### config.mk
export PLATFORM = sky130hd
export DESIGN_NAME = daq_link_engine
export DESIGN_NICKNAME = d
export VERILOG_FILES = /design/src/rtl/dl_pkg.sv /design/src/rtl/dl_bit_timer.sv /design/src/rtl/dl_cmd_tx.sv /design/src/rtl/dl_rsp_rx.sv /design/src/rtl/dl_word_buf.sv /design/src/rtl/daq_link_engine.sv
export SDC_FILE = /design/constraint.sdc
export NUM_CORES = 1
export LEC_CHECK = 0
export BUFFER_PORTS_ARGS = -buffer_cell sky130_fd_sc_hd__buf_2
export CAP_MARGIN = 20
export CORE_ASPECT_RATIO = 2
export CORE_MARGIN = 8
export CORE_UTILIZATION = 25
export CTS_CLUSTER_DIAMETER = 100
export DETAILED_ROUTE_END_ITERATION = 8
export GPL_TIMING_DRIVEN = 0
export SYNTH_ARGS = -nofsm -noshare
export SYNTH_HDL_FRONTEND = slang
export SYNTH_SLANG_ARGS = --single-unit
### constraint.sdc
create_clock -name clk -period 4.31 [get_ports clk]
set_input_delay 1.0775 -clock clk [delete_from_list [all_inputs] [get_ports clk]]
set_output_delay 1.0775 -clock clk [all_outputs]
set_load 0.01 [all_outputs]
### src/rtl/dl_pkg.sv
// Shared definitions for the serial link message engine.
package dl_pkg;

    localparam int WORD_W = 16;
    localparam logic [15:0] CRC_INIT = 16'hFFFF;
    localparam logic [15:0] CRC_POLY = 16'h1021;

    typedef enum logic [2:0] {
        RX_IDLE,
        RX_ARM,
        RX_DEAD,
        RX_HUNT,
        RX_RECV
    } rx_state_t;

    // Advance the CRC register by one bit, most significant bit first.
    function automatic logic [15:0] crc16_bit(input logic [15:0] c, input logic b);
        logic fb;
        fb = c[15] ^ b;
        return {c[14:0], 1'b0} ^ (fb ? CRC_POLY : 16'h0000);
    endfunction

endpackage

### src/rtl/dl_bit_timer.sv
// Bit timing for the link. Divides the system clock into bit periods of
// DIV cycles and drives the link clock low in the first half, high in the
// second. Assumes DIV is even and at least 2.
module dl_bit_timer #(
    parameter int DIV = 4
) (
    input  logic clk,
    input  logic rst_n,
    output logic lclk,
    output logic bit_end,
    output logic bit_mid
);
    localparam int CW   = (DIV > 2) ? $clog2(DIV) : 1;
    localparam int HALF = DIV / 2;

    logic [CW-1:0] cnt;

    // Free-running position counter inside the bit period.
    always_ff @(posedge clk) begin
        if (!rst_n) begin
            cnt <= '0;
        end else if (cnt == CW'(DIV - 1)) begin
            cnt <= '0;
        end else begin
            cnt <= cnt + 1'b1;
        end
    end

    assign lclk    = (cnt >= CW'(HALF));
    assign bit_end = (cnt == CW'(DIV - 1));
    assign bit_mid = (cnt == CW'(HALF));
endmodule

### src/rtl/dl_cmd_tx.sv
// Command frame serializer. Loads start bit, command, even parity and event
// number on a request and shifts them out one bit per period, starting at the
// next period boundary. Assumes load only arrives while idle.
module dl_cmd_tx
    import dl_pkg::*;
#(
    parameter int CMD_W = 8
) (
    input  logic              clk,
    input  logic              rst_n,
    input  logic              load,
    input  logic [CMD_W-1:0]  cmd,
    input  logic [WORD_W-1:0] evnum,
    input  logic              bit_end,
    input  logic              bit_mid,
    output logic              line_out,
    output logic              line_oe,
    output logic              cstop,
    output logic              tx_end,
    output logic              busy
);
    localparam int FRAME = 2 + CMD_W + WORD_W;
    localparam int IW    = $clog2(FRAME);

    logic             pend;
    logic             oe;
    logic [FRAME-1:0] shreg;
    logic [IW-1:0]    idx;

    // Frame sequencing: wait for a boundary, drive FRAME bits, release.
    always_ff @(posedge clk) begin
        if (!rst_n) begin
            pend   <= 1'b0;
            oe     <= 1'b0;
            shreg  <= '0;
            idx    <= '0;
            tx_end <= 1'b0;
        end else begin
            tx_end <= 1'b0;
            if (load) begin
                pend  <= 1'b1;
                shreg <= {1'b1, cmd, ^cmd, evnum};
            end else if (bit_end) begin
                if (pend) begin
                    pend <= 1'b0;
                    oe   <= 1'b1;
                    idx  <= '0;
                end else if (oe) begin
                    if (idx == IW'(FRAME - 1)) begin
                        oe     <= 1'b0;
                        tx_end <= 1'b1;
                    end else begin
                        idx   <= idx + 1'b1;
                        shreg <= shreg << 1;
                    end
                end
            end
        end
    end

    assign line_oe  = oe;
    assign line_out = oe & shreg[FRAME-1];
    assign cstop    = oe && (idx == '0) && bit_mid;
    assign busy     = pend | oe;
endmodule

### src/rtl/dl_rsp_rx.sv
// Reply deserializer. Counts the dead time after the line is released, hunts
// the start bit, collects echo, header and data words, checks echo parity and
// CRC, and hands data words to the buffer with a commit at the end.
// Assumes arm arrives while idle and tx_end follows it.
module dl_rsp_rx
    import dl_pkg::*;
#(
    parameter int CMD_W     = 8,
    parameter int MAX_WORDS = 62,
    parameter int DEAD_W    = 8,
    parameter int NW_W      = 6,
    parameter int AW        = 6
) (
    input  logic              clk,
    input  logic              rst_n,
    input  logic              arm,
    input  logic [NW_W-1:0]   nwords,
    input  logic [DEAD_W-1:0] dead,
    input  logic              tx_end,
    input  logic              bit_end,
    input  logic              bit_mid,
    input  logic              line_in,
    output logic              busy,
    output logic              wr_en,
    output logic [AW-1:0]     wr_addr,
    output logic [WORD_W-1:0] wr_data,
    output logic              commit,
    output logic              commit_ok,
    output logic [NW_W-1:0]   n_words,
    output logic              done,
    output logic              perr,
    output logic              crcerr,
    output logic [WORD_W-1:0] ev,
    output logic [WORD_W-1:0] board,
    output logic [WORD_W-1:0] status
);
    localparam int XW   = $clog2(MAX_WORDS + 4);
    localparam int BW   = $clog2(WORD_W);
    localparam int ECHO = CMD_W + 1;

    rx_state_t         st;
    logic [DEAD_W-1:0] dcnt;
    logic [BW-1:0]     bcnt;
    logic [XW-1:0]     widx;
    logic [XW-1:0]     last_idx;
    logic              echo;
    logic              par_bad;
    logic [WORD_W-1:0] sh;
    logic [WORD_W-1:0] sh_next;
    logic [15:0]       crc;
    logic [NW_W-1:0]   nlat;
    logic              word_end;

    // Word boundary detection and buffer write/commit strobes.
    always_comb begin
        sh_next   = {sh[WORD_W-2:0], line_in};
        last_idx  = XW'(nlat) + XW'(3);
        word_end  = (st == RX_RECV) && bit_mid && !echo && (bcnt == BW'(WORD_W - 1));
        wr_en     = word_end && (widx >= XW'(3)) && (widx < last_idx);
        wr_addr   = AW'(widx - XW'(3));
        wr_data   = sh_next;
        commit    = word_end && (widx == last_idx);
        commit_ok = !par_bad && (sh_next == crc);
        n_words   = nlat;
        busy      = (st != RX_IDLE);
    end

    // Receive state machine: arm, dead time, hunt, field collection.
    always_ff @(posedge clk) begin
        if (!rst_n) begin
            st      <= RX_IDLE;
            dcnt    <= '0;
            bcnt    <= '0;
            widx    <= '0;
            echo    <= 1'b0;
            par_bad <= 1'b0;
            sh      <= '0;
            crc     <= CRC_INIT;
            nlat    <= '0;
            done    <= 1'b0;
            perr    <= 1'b0;
            crcerr  <= 1'b0;
            ev      <= '0;
            board   <= '0;
            status  <= '0;
        end else begin
            done <= 1'b0;
            unique case (st)
                RX_IDLE: begin
                    if (arm) begin
                        nlat   <= (nwords > NW_W'(MAX_WORDS)) ? NW_W'(MAX_WORDS) : nwords;
                        dcnt   <= dead;
                        perr   <= 1'b0;
                        crcerr <= 1'b0;
                        st     <= RX_ARM;
                    end
                end
                RX_ARM: begin
                    if (tx_end) begin
                        if (dcnt == '0) begin
                            st <= RX_HUNT;
                        end else begin
                            dcnt <= dcnt - 1'b1;
                            st   <= RX_DEAD;
                        end
                    end
                end
                RX_DEAD: begin
                    if (bit_end) begin
                        if (dcnt == '0) st <= RX_HUNT;
                        else            dcnt <= dcnt - 1'b1;
                    end
                end
                RX_HUNT: begin
                    if (bit_mid && line_in) begin
                        st      <= RX_RECV;
                        echo    <= 1'b1;
                        bcnt    <= '0;
                        widx    <= '0;
                        crc     <= CRC_INIT;
                        par_bad <= 1'b0;
                    end
                end
                RX_RECV: begin
                    if (bit_mid) begin
                        sh <= sh_next;
                        if (echo) begin
                            if (bcnt == BW'(ECHO - 1)) begin
                                par_bad <= ^sh_next[ECHO-1:0];
                                echo    <= 1'b0;
                                bcnt    <= '0;
                            end else begin
                                bcnt <= bcnt + 1'b1;
                            end
                        end else begin
                            if (widx != last_idx) crc <= crc16_bit(crc, line_in);
                            if (bcnt == BW'(WORD_W - 1)) begin
                                bcnt <= '0;
                                widx <= widx + 1'b1;
                                if (widx == XW'(0)) ev     <= sh_next;
                                if (widx == XW'(1)) board  <= sh_next;
                                if (widx == XW'(2)) status <= sh_next;
                                if (widx == last_idx) begin
                                    done   <= 1'b1;
                                    perr   <= par_bad;
                                    crcerr <= (sh_next != crc);
                                    st     <= RX_IDLE;
                                end
                            end else begin
                                bcnt <= bcnt + 1'b1;
                            end
                        end
                    end
                end
                default: st <= RX_IDLE;
            endcase
        end
    end
endmodule

### src/rtl/dl_word_buf.sv
// Holding buffer for reply data words. Words are written during the frame
// and become readable only after a successful commit; a failed commit leaves
// nothing readable. Assumes clear precedes each frame and the buffer is drained.
module dl_word_buf
    import dl_pkg::*;
#(
    parameter int DEPTH = 64,
    parameter int AW    = 6,
    parameter int NW_W  = 6
) (
    input  logic              clk,
    input  logic              rst_n,
    input  logic              clear,
    input  logic              wr_en,
    input  logic [AW-1:0]     wr_addr,
    input  logic [WORD_W-1:0] wr_data,
    input  logic              commit,
    input  logic              commit_ok,
    input  logic [NW_W-1:0]   commit_cnt,
    input  logic              rd_ready,
    output logic              rd_valid,
    output logic [WORD_W-1:0] rd_data,
    output logic              drained
);
    logic [WORD_W-1:0] mem [DEPTH];
    logic [NW_W-1:0]   avail;
    logic [NW_W-1:0]   rd;

    // Storage write port.
    always_ff @(posedge clk) begin
        if (wr_en) mem[wr_addr] <= wr_data;
    end

    // Readable window: set by commit, consumed by the read handshake.
    always_ff @(posedge clk) begin
        if (!rst_n) begin
            avail <= '0;
            rd    <= '0;
        end else if (clear) begin
            avail <= '0;
            rd    <= '0;
        end else begin
            if (commit) avail <= commit_ok ? commit_cnt : '0;
            if (rd_valid && rd_ready) rd <= rd + 1'b1;
        end
    end

    assign rd_valid = (rd < avail);
    assign rd_data  = mem[AW'(rd)];
    assign drained  = (rd == avail);
endmodule

### src/rtl/daq_link_engine.sv
// Controller end of the serial acquisition link. Sends a command frame,
// turns the line around after a dead time, receives and checks the reply,
// and releases checked data words. Assumes line_in reflects the shared data
// line while line_oe is low.
module daq_link_engine
    import dl_pkg::*;
#(
    parameter int CMD_W     = 8,
    parameter int DIV       = 4,
    parameter int MAX_WORDS = 62,
    parameter int DEAD_W    = 8,
    parameter int NW_W      = $clog2(MAX_WORDS + 1)
) (
    input  logic              clk,
    input  logic              rst_n,
    input  logic              req_valid,
    output logic              req_ready,
    input  logic [CMD_W-1:0]  req_cmd,
    input  logic [15:0]       req_event,
    input  logic [NW_W-1:0]   req_nwords,
    input  logic [DEAD_W-1:0] dead_bits,
    output logic              lclk_out,
    output logic              line_out,
    output logic              line_oe,
    input  logic              line_in,
    output logic              cstop,
    output logic              done,
    output logic              parity_error,
    output logic              crc_error,
    output logic [15:0]       rsp_event,
    output logic [15:0]       rsp_board,
    output logic [15:0]       rsp_status,
    output logic              word_valid,
    input  logic              word_ready,
    output logic [15:0]       word_data
);
    localparam int AW    = $clog2(MAX_WORDS);
    localparam int DEPTH = 1 << AW;

    logic              bit_end, bit_mid;
    logic              tx_end, tx_busy, rx_busy, drained;
    logic              accept;
    logic              wr_en, commit, commit_ok;
    logic [AW-1:0]     wr_addr;
    logic [WORD_W-1:0] wr_data;
    logic [NW_W-1:0]   n_words;

    // Request handshake: idle in both directions and buffer emptied.
    always_comb begin
        req_ready = !tx_busy && !rx_busy && drained;
        accept    = req_valid && req_ready;
    end

    dl_bit_timer #(.DIV(DIV)) u_timer (
        .clk     (clk),
        .rst_n   (rst_n),
        .lclk    (lclk_out),
        .bit_end (bit_end),
        .bit_mid (bit_mid)
    );

    dl_cmd_tx #(.CMD_W(CMD_W)) u_tx (
        .clk      (clk),
        .rst_n    (rst_n),
        .load     (accept),
        .cmd      (req_cmd),
        .evnum    (req_event),
        .bit_end  (bit_end),
        .bit_mid  (bit_mid),
        .line_out (line_out),
        .line_oe  (line_oe),
        .cstop    (cstop),
        .tx_end   (tx_end),
        .busy     (tx_busy)
    );

    dl_rsp_rx #(
        .CMD_W     (CMD_W),
        .MAX_WORDS (MAX_WORDS),
        .DEAD_W    (DEAD_W),
        .NW_W      (NW_W),
        .AW        (AW)
    ) u_rx (
        .clk       (clk),
        .rst_n     (rst_n),
        .arm       (accept),
        .nwords    (req_nwords),
        .dead      (dead_bits),
        .tx_end    (tx_end),
        .bit_end   (bit_end),
        .bit_mid   (bit_mid),
        .line_in   (line_in),
        .busy      (rx_busy),
        .wr_en     (wr_en),
        .wr_addr   (wr_addr),
        .wr_data   (wr_data),
        .commit    (commit),
        .commit_ok (commit_ok),
        .n_words   (n_words),
        .done      (done),
        .perr      (parity_error),
        .crcerr    (crc_error),
        .ev        (rsp_event),
        .board     (rsp_board),
        .status    (rsp_status)
    );

    dl_word_buf #(
        .DEPTH (DEPTH),
        .AW    (AW),
        .NW_W  (NW_W)
    ) u_buf (
        .clk        (clk),
        .rst_n      (rst_n),
        .clear      (accept),
        .wr_en      (wr_en),
        .wr_addr    (wr_addr),
        .wr_data    (wr_data),
        .commit     (commit),
        .commit_ok  (commit_ok),
        .commit_cnt (n_words),
        .rd_ready   (word_ready),
        .rd_valid   (word_valid),
        .rd_data    (word_data),
        .drained    (drained)
    );
endmodule

# After elaboration in Yosys (flattened, before gate mapping)
# Memory sizes are Yosys's and may differ from the RTL's. A register that Yosys moved wholly into a read port is not among the register bits.
# Cells that the tools add are included.
[word_totals]
register_bits = 160
latchBits = 0
ram_bits = 1024
romBits = 0
output_inout_bits = 73
word_cells = 205
mem_count = 1
[op_classes]
n_addsub = 8
mul = 0
n_div = 0
magnitude_cmp = 5
eq_ne = 31
shift = 0
n_mux = 75
n_bitwise = 12
n_reduce_logical = 50
[memory_table]
columns = ["memory", "words", "width", "rd", "rd_ports_with_merged_regs", "write_ports", "line_no", "rtl"]
rows = [
  ["u_buf.mem", 64, 16, 1, 1, 1, "dl_word_buf.sv:25", "logic [WORD_W-1:0] mem [DEPTH];"],
]
[ops]
columns = ["operator", "n"]
rows = [
  ["$mux 26", 5],
  ["$mux 16", 4],
  ["$mux 8", 4],
  ["$pmux 16 s2", 1],
  ["$reduce_and 5->1", 6],
  ["$mux 7", 4],
  ["$mux 1", 27],
  ["$mux 3", 9],
  ["$mux 6", 4],
  ["$pmux 8 s3", 1],
  ["$mux 4", 5],
  ["$ne 2x2->1 const B", 10],
  ["$eq 16x16->1", 1],
  ["$ne 16x16->1", 1],
  ["$xor 16x16->16", 1],
  ["$mux 5", 3],
  ["$pmux 3 s5", 1],
  ["$logic_and 1x1->1", 14],
  ["$pmux 7 s2", 1],
  ["$mux 13", 1],
  ["$reduce_and 4->1", 3],
  ["$ne 2x1->1 const B", 5],
  ["$reduce_bool 2->1", 5],
  ["$reduce_or 5->1", 2],
  ["43 further kinds", 63],
]

# Longest topological paths before layout
[logic_depth]
depth_word = 8
depth_mapped = 11
mapped_depth_nobuf = 10

# By module
# From an unflattened synthesis, not the netlist that was laid out.
[unflattened]
cells_unflattened = 2649
area_unflattened_um2 = 47152.7
[by_module_without_submodules]
columns = ["mod", "n_inst", "cells_per_inst", "area_each_um2", "seq_area_each_um2"]
rows = [
  ["dl_word_buf", 1, 1804, 40065.9, 31109.8],
  ["dl_rsp_rx", 1, 659, 5327.6, 2242.2],
  ["dl_cmd_tx", 1, 176, 1649.1, 680.7],
  ["dl_bit_timer", 1, 8, 90.1, 40.0],
  ["daq_link_engine", 1, 2, 20.0, 0.0],
]

# Least setup slack after synthesis
# Ideal clock, no wire load.
[synth_path]
path_type = "register to register"
startpoint = "register u_rx.nlat[0], in the netlist u_rx.n_words[0]"
endpoint = "memory u_buf.mem[13][0], enable pin"
setup_time_ps = 409
arrival_ps = 3214
required_time_ps = 3901
path_slack_ps = 687
path_stages_with_launch = 12
path_buffers = 1
synth_period_minus_slack_ps = 3623
cell_sequence = "dfxtp_1 > inv_1 > ha_1 > nor2_1 > xnor2_1 > ha_1 > a21oi_1 > nor2b_1 > o21ai_0 > nand4_2 > buf_6 > nor3_1"
[synth_via]
elab_chain_len = 5
[synth_rtl]
columns = ["element", "line_no", "rtl"]
rows = [
  ["from (decl)", "dl_rsp_rx.sv:51", "logic [NW_W-1:0] nlat;"],
  ["from (signal assigned)", "dl_rsp_rx.sv:91", "nlat <= (nwords > NW_W'(MAX_WORDS)) ? NW_W'(MAX_WORDS) : nwords;"],
  ["$add 6x2->7", "dl_rsp_rx.sv:57", "last_idx = XW'(nlat) + XW'(3);"],
  ["$lt 7x7->1", "dl_rsp_rx.sv:59", "wr_en = word_end && (widx >= XW'(3)) && (widx < last_idx);"],
  ["$logic_and 1x1->1", "dl_rsp_rx.sv:59", ""],
  ["$mux 1", "dl_word_buf.sv:31", "if (wr_en) mem[wr_addr] <= wr_data;"],
  ["$mux 1 (implied by the code)", "dl_word_buf.sv:31", ""],
  ["to (decl)", "dl_word_buf.sv:25", ""],
]
# Every way passes these cells.

==> results.cfg <==
[drt]
antenna_left = 0
drt_wl_total_um = 138000
viasPerCell = 4.71
wl_per_cell_um = 24.7
drt_iter0_drc = 1682
vias = 26283
drc = 0
firstDrtPassIters = 5

[cells_and_area]
layout-drive-gt1-share = 0.307
finalNonFillerCells = 5585
fin_area_um2 = 57700
syn_to_final_growth_pct = 21.7
final_util = 0.305
finish.net_count = 3069

[synthesis]
synth_edf_count = 1024
synthArstFlopShare = 0
syn_nets = 2729
syn_area_per_cell_um2 = 17.8
synth_ff_type = edfxtp_1
ys_types = 79
yosysSeqAreaShare = 0.718
ys_ff_latch = 1190
synth_cells = 2659
yosys_warnings = 0
netlist_area_um2 = 47400

[placed_design]
place_hpwl_um = 100000
place.port_buffers = 114
dp.cells = 5397
gp_congestion = 0.870
dpl_cell_area_um2 = 53200

[cts]
cts_num_sinks = 1190
cts-root-buf = clkbuf_16
ctsHoldBuffers = 0
clkLatencyLatePin_ns = 0.69
cts_tree = built
clk_path_buf_depth = 3
cts-buffers-inserted = 94
htree_num_levels = 3
clkTransAtPathRegs_ns = 0.07

[status]
outcome = finished, violations left
violations = negative setup slack

[worst_setup_path]
end_kind = primary output
crit_type = flop to primary output
worstSetupStartpointType = flop
crit_fanout = 9
arrival_ns = 3.24
ff2ff_path_depth = 12
critPathRequiredTime_ns = 3.23

[job]
max-cap-violations = 0

[sta]
rsz0062_at_grt = yes
relSlewSlack = 0.0839
worstMarginPinSlew_ns = 1.37
fin_crit_ns = 4.32
hold_viol = 0
setup_violations = 1
whs_ns = 0.459
skew_ns = 0.0268
slew_viol_final = 0
max_freq_mhz = 231
finalCritPeriodShare = 1.00
fin_ws_ns = -0.00983

[die]
die_h_um = 632
initial_core_util = 0.251
core_area_um2 = 189000
boundaryPins = 116
std_cell_rows = 226
dieArea_um2 = 205000
die_w_um = 324

[global_routing]
grt_first_pass_wirelength_um = 197000
grt-ovfl-total = 0
grtUsageTotal = 0.132
grt_pass1_vias = 28065
grt_max_degree = 71
antenna_found_initial = 11

[power_and_ir_drop]
total_power_w = 0.0224
leakage_nw = 18.1
max-vdd-ir-drop_mv = 0.429
power_density_nw_per_um2 = 389

[min_path]
hold_class = flop to flop
min_delay_path_depth = 2
==> flip-flops by register name (all words and copies together), names as in the netlist, 7 cells and up, named ones only <==
register and cells:
u_rx.dcnt 8, u_buf.mem 1024, u_rx.board 16, u_rx.sh 15
u_rx.widx 7, u_rx.crc 16, u_tx.shreg 26, u_rx.status 16
u_rx.ev 16
==> per-layer routing <==
layer,global-route usage,vias up,wire (um)
met1,0.125,13663,44200
li1,-,11322,-
met2,0.255,955,76400
met5,0,-,0
met4,0.0900,0,10900
met3,0.0199,343,6520
==> logic make-up (layout without fill, tap and decap cells) <==
| kind of cell | after synthesis | count (layout) | synth area share |
|---|---|---|---|
| flip-flops | 1190 | 1190 | 0.718 |
| AND/OR/NAND/NOR | 509 | 509 | 0.0554 |
| multiplexers | 352 | 352 | 0.142 |
| AO/OA/AOI/OAI | 329 | 329 | 0.0466 |
| buffers and inverters | 203 | 620 | 0.0221 |
| XOR/XNOR | 49 | 49 | 0.00905 |
| adder cells (fa/ha/maj) | 27 | 27 | 0.00712 |
| other | 0 | 1 | 0 |
==> worst max-delay path, stage by stage, from the launching register on <==
cell,delay (ns)
dfxtp_4,0.38
buf_12,0.16
buf_12,0.16
buf_16,0.17
mux4_2,0.54
a22oi_2,0.21
nand2_2,0.12
a21oi_4,0.33
o311ai_4,0.24
buf_2,0.23
==> Yosys cell counts, drive strengths merged, types with 4 or more instances <==
master	instances	area share
or4	4	0.00063
edfxtp	1024	0.65
nand2b	24	0.0032
mux2	19	0.0045
or3	17	0.0023
a21oi	119	0.013
clkbuf	94	0.0075
nor2	76	0.0060
nand3	62	0.0065
ha	27	0.0071
nor4	4	0.00084
inv	25	0.0020
a211oi	34	0.0054
buf	84	0.013
a221oi	12	0.0022
nand4b	4	0.00074
xor2	9	0.0017
mux2i	80	0.017
and2	20	0.0026
nor2b	14	0.0018
xnor2	40	0.0074
a32oi	6	0.0011
nand4	13	0.0020
o22ai	16	0.0021
nand2	160	0.013
mux4	253	0.12
o31ai	4	0.00063
o21ai	25	0.0026
dfxtp	166	0.070
and4	4	0.00074
a22oi	58	0.0092
o311ai	14	0.0026
a22o	13	0.0024
nor3	85	0.011
==> cell type report <==
type	count	area, um^2
flip-flops and latches	1190	34100
repair buffers	248	2410
clock inverters	53	598
well taps	2508	3140
clock buffers	120	2500
fillers	18336	131000
diodes	1	2.50
plain buffers	174	1530
multi-input cells	1266	13300
inverters	25	93.8
==> power by group <==
group / internal (W) / switching [W]
registers: 0.0124 / 0.0000945
logic: 0.000387 / 0.000586
clock network: 0.00480 / 0.00415
total: 0.0176 / 0.00483
==> through the flow <==
stage	worst slack, ns	setup TNS [ns]
global route	-0.0547	-0.343
global placement	-1.32	-808.73
detailed placement	-0.946	-9.74
floorplan	0.687	0
finish	-0.00983	-0.00983
CTS	-0.0571	-0.209
==> timing repair <==
item                       in CTS  in global routing
setup endpoints to repair      16                 15
cloned                          1                  0
setup buffers                  10                  6
pin swaps                      31                  9
gates resized for setup       293                 14
==> layout by cell type, fill, tap and decap left out, types with 14 or more instances in the layout <==
cell / netlist / final
buf_8: 0 / 14
edfxtp_1: 1024 / 1024
buf_4: 35 / 44
nor3_4: 0 / 20
o21ai_0: 22 / 19
ha_1: 27 / 27
xnor2_1: 40 / 40
clkbuf_1: 93 / 86
nand3_1: 62 / 61
buf_6: 16 / 92
nand2b_1: 24 / 24
a22oi_1: 58 / 36
nor2_1: 76 / 75
mux4_2: 253 / 253
nand2_1: 159 / 149
a22oi_2: 0 / 22
mux2_2: 19 / 19
o22ai_1: 16 / 16
clkinv_1: 0 / 17
mux2i_1: 80 / 79
buf_16: 0 / 24
dfxtp_1: 166 / 147
inv_1: 24 / 24
buf_2: 24 / 126
or3_1: 16 / 16
buf_12: 0 / 29
nor3_1: 68 / 15
nor3_2: 17 / 50
dfxtp_2: 0 / 14
a211oi_1: 34 / 32
and2_1: 18 / 16
a21oi_1: 117 / 104
clkbuf_16: 0 / 95
==> worst paths after layout <==
path                        start               end  slack [ns]
setup / recovery             flop      word_data[7]       -0.01
hold / removal     u_rx.status[8]    u_rx.status[8]        0.46
setup reg to reg  u_rx.n_words[0]  u_buf.mem[34][7]        0.29
hold reg to reg    u_rx.status[8]    u_rx.status[8]        0.46
No activity file was read; power rests on OpenSTA's default activity.
